[config.mk]
export PLATFORM = sky130hd
export DESIGN_NAME = trig_matcher
export DESIGN_NICKNAME = d
export VERILOG_FILES = /design/src/rtl/trig_pkg.sv /design/src/rtl/trig_cond_bank.sv /design/src/rtl/trig_sample_hist.sv /design/src/rtl/trig_word_match.sv /design/src/rtl/trig_matcher.sv
export SDC_FILE = /design/constraint.sdc
export NUM_CORES = 2
export LEC_CHECK = 0
export BUFFER_PORTS_ARGS = -buffer_cell sky130_fd_sc_hd__clkbuf_2
export CORE_UTILIZATION = 40
export DETAILED_ROUTE_END_ITERATION = 7
export PLACE_DENSITY_LB_ADDON = 0.05
export SLEW_MARGIN = 15
export SYNTH_ARGS = -nofsm -noshare
export SYNTH_HDL_FRONTEND = slang
export SYNTH_SLANG_ARGS = --single-unit
[constraint.sdc]
create_clock -name clk -period 2.8 [get_ports clk]
set_input_delay 0.14 -clock clk [delete_from_list [all_inputs] [get_ports clk]]
set_output_delay 0.14 -clock clk [all_outputs]
set_load 0.01 [all_outputs]
[src/rtl/trig_pkg.sv]
`timescale 1ns/1ps
// Package: shared code width, condition code values and the per-bit
// evaluation function used by every trigger word.
package trig_pkg;

    localparam int CODE_W = 4;

    localparam logic [CODE_W-1:0] CODE_ANY  = 4'd0;
    localparam logic [CODE_W-1:0] CODE_LOW  = 4'd1;
    localparam logic [CODE_W-1:0] CODE_HIGH = 4'd2;
    localparam logic [CODE_W-1:0] CODE_RISE = 4'd3;
    localparam logic [CODE_W-1:0] CODE_FALL = 4'd4;
    localparam logic [CODE_W-1:0] CODE_EDGE = 4'd5;
    localparam logic [CODE_W-1:0] CODE_HH   = 4'd6;
    localparam logic [CODE_W-1:0] CODE_LL   = 4'd7;
    localparam logic [CODE_W-1:0] CODE_SAME = 4'd8;
    localparam logic [CODE_W-1:0] CODE_LAST = CODE_SAME;

    // Decide one bit: cur is the present sample bit, prv the previous valid
    // sample bit, hist says whether prv may be used. Unlisted codes fail.
    function automatic logic bit_ok(input logic [CODE_W-1:0] code,
                                    input logic cur,
                                    input logic prv,
                                    input logic hist);
        logic r;
        case (code)
            CODE_ANY:  r = 1'b1;
            CODE_LOW:  r = !cur;
            CODE_HIGH: r = cur;
            CODE_RISE: r = hist && !prv && cur;
            CODE_FALL: r = hist && prv && !cur;
            CODE_EDGE: r = hist && (prv != cur);
            CODE_HH:   r = hist && prv && cur;
            CODE_LL:   r = hist && !prv && !cur;
            CODE_SAME: r = hist && (prv == cur);
            default:   r = 1'b0;
        endcase
        return r;
    endfunction

endpackage

[src/rtl/trig_cond_bank.sv]
`timescale 1ns/1ps
// Condition storage: one code register per bit per trigger word, written one
// cell at a time. Also reports which word a write touched so its history can
// be invalidated. Assumes wr_word and wr_bit stay in range.
module trig_cond_bank
    import trig_pkg::*;
#(
    parameter  int WIDTH     = 32,
    parameter  int NUM_WORDS = 4,
    localparam int WSEL_W    = (NUM_WORDS > 1) ? $clog2(NUM_WORDS) : 1,
    localparam int BSEL_W    = (WIDTH > 1) ? $clog2(WIDTH) : 1,
    localparam int FLAT_W    = NUM_WORDS * WIDTH * CODE_W
) (
    input  logic                 clk,
    input  logic                 rst_n,
    input  logic                 wr_en,
    input  logic [WSEL_W-1:0]    wr_word,
    input  logic [BSEL_W-1:0]    wr_bit,
    input  logic [CODE_W-1:0]    wr_code,
    output logic [FLAT_W-1:0]    cond_flat,
    output logic [NUM_WORDS-1:0] wr_hit
);

    for (genvar w = 0; w < NUM_WORDS; w++) begin : g_word
        // Flag a write aimed at this word.
        assign wr_hit[w] = wr_en && (wr_word == WSEL_W'(w));

        for (genvar b = 0; b < WIDTH; b++) begin : g_bit
            logic [CODE_W-1:0] cell_q;

            // Hold the code of one bit; reset to don't care.
            always_ff @(posedge clk) begin
                if (!rst_n)
                    cell_q <= CODE_ANY;
                else if (wr_hit[w] && (wr_bit == BSEL_W'(b)))
                    cell_q <= wr_code;
            end

            assign cond_flat[(w*WIDTH + b)*CODE_W +: CODE_W] = cell_q;
        end
    end

endmodule

[src/rtl/trig_sample_hist.sv]
`timescale 1ns/1ps
// Sample history: keeps the last valid sample and, per trigger word, whether
// a valid sample has been taken since reset and since that word's last write.
// Assumes clr pulses for one cycle per write.
module trig_sample_hist #(
    parameter int WIDTH     = 32,
    parameter int NUM_WORDS = 4
) (
    input  logic                 clk,
    input  logic                 rst_n,
    input  logic                 valid,
    input  logic [WIDTH-1:0]     sample,
    input  logic [NUM_WORDS-1:0] clr,
    output logic [WIDTH-1:0]     prev,
    output logic [NUM_WORDS-1:0] hist_ok
);

    logic [WIDTH-1:0] prev_q;

    // Capture every valid sample as the reference for the next one.
    always_ff @(posedge clk) begin
        if (!rst_n)
            prev_q <= '0;
        else if (valid)
            prev_q <= sample;
    end

    for (genvar w = 0; w < NUM_WORDS; w++) begin : g_flag
        logic ok_q;

        // A write invalidates history; a later valid sample restores it.
        always_ff @(posedge clk) begin
            if (!rst_n)
                ok_q <= 1'b0;
            else if (clr[w])
                ok_q <= 1'b0;
            else if (valid)
                ok_q <= 1'b1;
        end

        assign hist_ok[w] = ok_q;
    end

    assign prev = prev_q;

endmodule

[src/rtl/trig_word_match.sv]
`timescale 1ns/1ps
// One trigger word: evaluates every bit against its code and registers the
// AND of all bit results as a one-cycle pulse per valid sample.
module trig_word_match
    import trig_pkg::*;
#(
    parameter  int WIDTH  = 32,
    localparam int COND_W = WIDTH * CODE_W
) (
    input  logic              clk,
    input  logic              rst_n,
    input  logic              valid,
    input  logic [WIDTH-1:0]  cur,
    input  logic [WIDTH-1:0]  prv,
    input  logic              hist,
    input  logic [COND_W-1:0] cond,
    output logic              match
);

    logic [WIDTH-1:0] pass;
    logic             match_q;

    for (genvar b = 0; b < WIDTH; b++) begin : g_eval
        assign pass[b] = bit_ok(cond[b*CODE_W +: CODE_W], cur[b], prv[b], hist);
    end

    // Register the word decision for the strobed sample only.
    always_ff @(posedge clk) begin
        if (!rst_n)
            match_q <= 1'b0;
        else
            match_q <= valid && (&pass);
    end

    assign match = match_q;

endmodule

[src/rtl/trig_matcher.sv]
`timescale 1ns/1ps
// Top: several trigger words evaluated in parallel against a shared sample
// stream and a shared history, each with its own registered match output.
// Assumes the write port and sample stream are synchronous to clk.
module trig_matcher
    import trig_pkg::*;
#(
    parameter  int WIDTH     = 32,
    parameter  int NUM_WORDS = 4,
    localparam int WSEL_W    = (NUM_WORDS > 1) ? $clog2(NUM_WORDS) : 1,
    localparam int BSEL_W    = (WIDTH > 1) ? $clog2(WIDTH) : 1,
    localparam int COND_W    = WIDTH * CODE_W,
    localparam int FLAT_W    = NUM_WORDS * COND_W
) (
    input  logic                 clk,
    input  logic                 rst_n,
    input  logic [WIDTH-1:0]     sample_i,
    input  logic                 sample_valid_i,
    input  logic                 cfg_we_i,
    input  logic [WSEL_W-1:0]    cfg_word_i,
    input  logic [BSEL_W-1:0]    cfg_bit_i,
    input  logic [CODE_W-1:0]    cfg_code_i,
    output logic [NUM_WORDS-1:0] match_o
);

    logic [FLAT_W-1:0]    cfg_flat;
    logic [NUM_WORDS-1:0] wr_hit;
    logic [WIDTH-1:0]     prev_sample;
    logic [NUM_WORDS-1:0] hist_ok;

    trig_cond_bank #(
        .WIDTH     (WIDTH),
        .NUM_WORDS (NUM_WORDS)
    ) u_bank (
        .clk       (clk),
        .rst_n     (rst_n),
        .wr_en     (cfg_we_i),
        .wr_word   (cfg_word_i),
        .wr_bit    (cfg_bit_i),
        .wr_code   (cfg_code_i),
        .cond_flat (cfg_flat),
        .wr_hit    (wr_hit)
    );

    trig_sample_hist #(
        .WIDTH     (WIDTH),
        .NUM_WORDS (NUM_WORDS)
    ) u_hist (
        .clk     (clk),
        .rst_n   (rst_n),
        .valid   (sample_valid_i),
        .sample  (sample_i),
        .clr     (wr_hit),
        .prev    (prev_sample),
        .hist_ok (hist_ok)
    );

    for (genvar k = 0; k < NUM_WORDS; k++) begin : g_match
        trig_word_match #(
            .WIDTH (WIDTH)
        ) u_word (
            .clk   (clk),
            .rst_n (rst_n),
            .valid (sample_valid_i),
            .cur   (sample_i),
            .prv   (prev_sample),
            .hist  (hist_ok[k]),
            .cond  (cfg_flat[k*COND_W +: COND_W]),
            .match (match_o[k])
        );
    end

endmodule

Word-level counts from Yosys, hierarchy flattened
Index checks and enable logic that the tools add are counted.
{ "totals": {"inputBits": 47, "regBits": 552, "elab_cells": 2750} }
{ "op_classes": {"bitwise": 1, "n_eq_ne": 1122, "n_mux": 128, "reduce_logical": 1362} }
{ "ops": {"columns": ["cell", "count"], "rows": [
  ["$eq A4 B3 Y1 const B", 512],
  ["$logic_and A1 B1 Y1", 1160],
  ["$pmux W1 S9", 128],
  ["$eq A4 B2 Y1 const B", 256],
  ["$eq A4 B1 Y1 const B", 128],
  ["$eq A4 B4 Y1 const B", 128],
  ["$logic_not A4 Y1", 128],
  ["$reduce_and A32 Y1", 4],
  ["$eq A5 B5 Y1 const B", 16],
  ["$logic_not A1 Y1", 64],
  ["$eq A5 B4 Y1 const B", 8],
  ["$eq A1 B1 Y1", 32],
  ["$ne A1 B1 Y1", 32],
  ["$eq A5 B3 Y1 const B", 4],
  ["$eq A5 B2 Y1 const B", 2],
  ["$reduce_or A2 Y1", 4],
  ["$eq A5 B1 Y1 const B", 1],
  ["$logic_not A5 Y1", 1],
  ["$eq A2 B2 Y1 const B", 2],
  ["$eq A2 B1 Y1 const B", 1],
  ["$logic_not A2 Y1", 1],
  ["$not A1 Y1", 1]
]} }

Logic depth before layout (Yosys ltp)
{ "logic_depth": {"depth_word": 6, "ltp_mapped": 9} }

Hierarchy
From an unflattened synthesis, not the netlist that was laid out.
{ "hier_totals": {"hier_cells": 4270, "area_unflattened_um2": 33880.0} }
{ "by_module_without_submodules": {"columns": ["module", "n_inst", "seq_area_each_um2", "cells_per_inst", "area_each_um2"], "rows": [
  ["trig_cond_bank", 1, 10249.8, 1842, 18821.8],
  ["trig_word_match (g_match[0].u_word ...)", 2, 20.0, 579, 3449.6],
  ["trig_word_match (g_match[3].u_word)", 1, 20.0, 575, 3385.7],
  ["trig_word_match (g_match[2].u_word)", 1, 20.0, 576, 3357.0],
  ["trig_sample_hist", 1, 720.7, 119, 1416.4]
]} }

Worst setup path after synthesis
No wires, ideal clock.
{ "synth_path": {"path_type": "register to register", "start": "reg u_bank.g_word[2].g_bit[3].cell_q[0]", "end": "reg g_match[2].u_word.match_q", "arrival_time_ns": 2.080, "stages_incl_launch_ff": 8, "setup_slack_ns": 0.633, "t_required_ns": 2.712, "n_path_buf": 0, "setup_ns": 0.088, "path_cell_list": "dfxtp_1 a22o_1 a211o_1 or4_1 a2111oi_0 and4_1 nand4_1 nor4_2"} }
{ "synth_via": {"elab_chain_cells": 4, "word_cells_on_any_way": 12, "classes_between": "eq/ne: 8; mux: 1; reduce/logical: 3"} }
{ "synth_lines": {"columns": ["element", "line_no", "rtl"], "rows": [
  ["start: declaration", "trig_cond_bank.sv:29", "logic [CODE_W-1:0] cell_q;"],
  ["start signal: assignment", "trig_cond_bank.sv:36", "cell_q <= wr_code;"],
  ["$eq A4 B4 Y1, or another cell as far along", "trig_pkg.sv:26", "case (code)"],
  ["$pmux W1 S9 *", "trig_pkg.sv:26", null],
  ["$reduce_and A32 Y1 *", "trig_word_match.sv:32", "match_q <= valid && (&pass);"],
  ["$logic_and A1 B1 Y1 *", "trig_word_match.sv:32", null],
  ["end signal: assignment", "trig_word_match.sv:32", null],
  ["end: declaration", "trig_word_match.sv:21", "logic match_q;"]
]} }
Every way passes the cells marked *; elsewhere a longest branch is shown, timed or not.
A chain may end at the register's enable or synchronous reset.

Worst setup path in the final report
{ "layout_path": {"start": "reg u_hist.prev_q[7] (netlist: u_hist.prev[7])", "end": "reg g_match[2].u_word.match_q"} }
{ "layout_via": {"elab_chain_cells": 6, "word_cells_on_any_way": 14, "classes_between": "eq/ne: 2; mux: 1; reduce/logical: 11"} }
{ "layout_lines": {"columns": ["element", "line_no", "rtl"], "rows": [
  ["start: declaration", "trig_sample_hist.sv:18", "logic [WIDTH-1:0] prev_q;"],
  ["start signal: assignment", "trig_sample_hist.sv:25", "prev_q <= sample;"],
  ["$logic_not A1 Y1", "trig_pkg.sv:30, trig_pkg.sv:34", null],
  ["$logic_and A1 B1 Y1", "trig_pkg.sv:30, trig_pkg.sv:34", null],
  ["$logic_and A1 B1 Y1, on equally long branches", "trig_pkg.sv:34, trig_pkg.sv:30", null],
  ["$pmux W1 S9 *", "trig_pkg.sv:26", null],
  ["$reduce_and A32 Y1 *", "trig_word_match.sv:32", null],
  ["$logic_and A1 B1 Y1 *", "trig_word_match.sv:32", null]
]} }
Marked as above.

==> reports/results.tsv <==
metric	value	unit
status	complete, but fails checks	
violations	DRC	
critPathRequiredTime	3.37	ns
holdWs	0.0241	ns
pin_count	51	
postSynthCellCount	4548	
via_count	40500	
placed_cell_area	38400	sq um
grt_pass1_vias	35300	
numCtsBuffers	68	
syn-num-nets	4595	
clockPowerShare	46.6	%
drt-total-wl	218000	um
fp.dieArea	86000	sq um
nets	4849	
wire_per_inst	36.3	um
netlist_area	33900	sq um
synth_edf_count	0	
holdCritPathClass	in2reg	
synth_top_area_cell	dfxtp_1	
antenna_found_initial	37	
ys.warnings.count	0	
synth_area_leaders	dfxtp_1 (33%), a21boi_0 (9.7%), o21ai_0 (9.1%), nand2_1 (6.0%), nand3_1 (5.0%)	
cts_tree	done	
slew_violations	0	
place_ws	-0.273	ns
use_met1	67.9	%
synthDistinctLibCells	70	
internal_power	0.0139	W
min_period	2.76	ns
vias_per_cell	6.74	
die_y	293	um
switching_share	29.5	%
track_usage	49.2	%
post_cts_buffers	0	
drc	3	
maxSlewHeadroom	17.0	%
ys_async_sr_fraction	0	%
setup_viol	0	
ctsLongestPathBuffers	3	
end_kind	flip-flop	
hold_violations	0	
switching_power	0.00580	W
start_util	40.5	%
crit_path_max_fanout	5	
cts-root-buf	clkbuf_16	
hpwl	171000	um
fin_ws	0.0398	ns
regToRegSetupSlack	0.04	ns
place.gp.congestion	1.14	
ys_seq_area_share	32.6	%
core	83800	sq um
rsz0062_at_grt	yes	
grt-ovfl-total	0	
start_kind	flip-flop	
ant_nets	0	
synth_ff_type	dfxtp_1	
avgSynthCellArea	7.46	sq um
grt_max_degree	197	
critPathKind	reg2reg	
irDropWorstVdd	0.542	mV
power_frac_seq	40.6	%
top_usage_layer	met1	
rows	106	
design_area	40800	sq um
crit_arrival	3.33	ns
area_growth	20.1	%
fin_crit_sh	98.6	%
synth_top_area_share	32.6	%
fin_worst_skew	0.0315	ns
grt_use_met2	65.7	%
power_leakage	13.8	nW
drive_gt1_share	14.8	%
clock_sinks	552	
grt_pass1_wl	294000	um
p_total	0.0197	W
htree_levels	3	
drt_first_pass_iters	8	
ys_ff_latch	552	
tightest_slew	1.24	ns
fmax	362	MHz
drt_iter0_drc	6879	
clock_latency	0.66	ns
combinationalPowerShare	12.7	%
max_cap_violations	0	
clk_pin_slew	0.06	ns
p_per_area	483	nW/um^2
die_x	293	um
io_buffer_count	50	
met3_usage	18.7	%
==> area by class of cell <==
type	count	area [sq um]
fillers	8368	43100
multi-input cells	3483	21100
flip-flops and latches	552	11100
repair buffers	568	4490
clock buffers	95	1950
well taps	1134	1420
inverters	129	484
clock inverters	20	241
diodes	23	57.6
==> per-layer routing <==
layer	part of all wire, %	up-vias	wire length (um)
met1	41	19500	89000
li1	-	17100	-
met3	15	614	32900
met4	5.9	22	12900
met5	0.076	-	165
met2	38	3293	83000
==> metrics by stage <==
step                util, %  instances  TNS (ns)
floorplan                 -       4548         0
global placement       45.8       5861    -0.582
detailed placement     45.8       5861    -0.441
CTS                    48.5       5981         0
global route           48.6       5985  -0.00647
finish                 48.6       6004         0
==> cell usage after synthesis, types with 8 or more instances <==
master	instances
a22o_1	33
o31ai_1	69
nand3_1	337
a21boi_0	437
o211ai_1	9
nor2b_1	128
o2111ai_1	22
clkbuf_1	345
nor4_1	55
nand2_1	544
a22oi_1	153
o21ai_0	620
o22ai_1	10
a311oi_1	13
o32ai_1	8
mux2i_1	128
nor2_1	135
nor3b_1	12
dfxtp_1	552
a221oi_1	30
nor3_1	25
and3_1	16
o21ai_1	8
nand4_1	63
a21o_1	11
a31oi_1	22
a211oi_1	12
o21a_1	14
a21oi_1	125
buf_2	14
o221ai_1	13
nand2b_1	158
or3b_2	9
nand3b_1	76
buf_1	18
o31a_1	41
or3_1	19
xor2_1	32
a2111oi_0	8
inv_1	126
or4_1	14
nand4b_1	9
==> cells in the final DEF, fill, tap and decap left out, types with 22 or more instances in the layout <==
cell,instances
diode_2,23
inv_1,126
clkbuf_16,69
dfxtp_1,551
a22o_1,33
nand2_1,544
a221oi_1,30
o31ai_1,69
nor2b_1,128
nor2_1,127
o31a_1,41
a22oi_1,152
mux2i_1,128
nor4_1,55
nand4_1,63
buf_4,488
nand3b_1,76
o21ai_0,614
a21boi_0,437
xor2_1,31
nand3_1,333
buf_12,24
a31oi_1,22
nand2b_1,156
clkbuf_2,45
a21oi_1,124
==> power by group through the flow <==
stage | clock network [W] | logic, W | registers, W
finish | 0.00917 | 0.00251 | 0.00799
global route | 0.00944 | 0.00246 | 0.00799
CTS | 0.00919 | 0.00233 | 0.00798
detailed placement | 0 | 0.00232 | 0.00815
global placement | 0 | 0.00232 | 0.00815
floorplan | 0 | 0.000978 | 0.00812
==> flip-flops by register name, indices dropped and copies added (netlist names) <==
| signal | cells |
|---|---|
| u_hist.g_flag.ok_q | 4 |
| u_bank.g_word.g_bit.cell_q | 512 |
| u_hist.prev | 32 |
| g_match.u_word.match | 4 |
==> worst max-delay path, cell delays in order (launching register included) <==
cell       delay, ns
dfxtp_1         0.35
nand2b_1        0.29
o21ai_0         0.62
a22oi_1         0.17
o31a_1          0.38
a2111oi_0       0.34
buf_4           0.18
nand4_1         0.10
nor4_2          0.25
==> path summary, 6_finish.rpt <==
check                                              startpoint                                                to  cells after the start
max reg2reg                       u_hist.prev[7]$_SDFFE_PN0P_                g_match[2].u_word.match$_SDFF_PN0_                      8
min                                              sample_i[30]                      u_hist.prev[30]$_SDFFE_PN0P_                      4
max                               u_hist.prev[7]$_SDFFE_PN0P_                g_match[2].u_word.match$_SDFF_PN0_                      8
min reg2reg  u_bank.g_word[3].g_bit[0].cell_q[2]$_SDFFE_PN0P_  u_bank.g_word[3].g_bit[0].cell_q[2]$_SDFFE_PN0P_                      2
==> kinds of logic after synthesis <==
logic type | Yosys count | synth area share (%)
and+or+nand+nor | 1635 | 24.6
buffers and inverters | 513 | 5.81
muxes | 129 | 3.81
xor gates and xnor gates | 32 | 0.826
DFF | 552 | 32.6
AOI/OAI and AO/OA | 1687 | 32.4
==> what timing repair did <==
| item | 4_1_cts | 5_1_grt |
|---|---|---|
| hold buffers | 5 | 0 |
| resized for setup | 1 | 26 |
| endpoints found under the hold margin | 34 | 0 |
| endpoints found under the setup margin | 1 | 4 |
| pin swaps | 0 | 5 |
No activity file was read; power rests on OpenSTA's default activity.
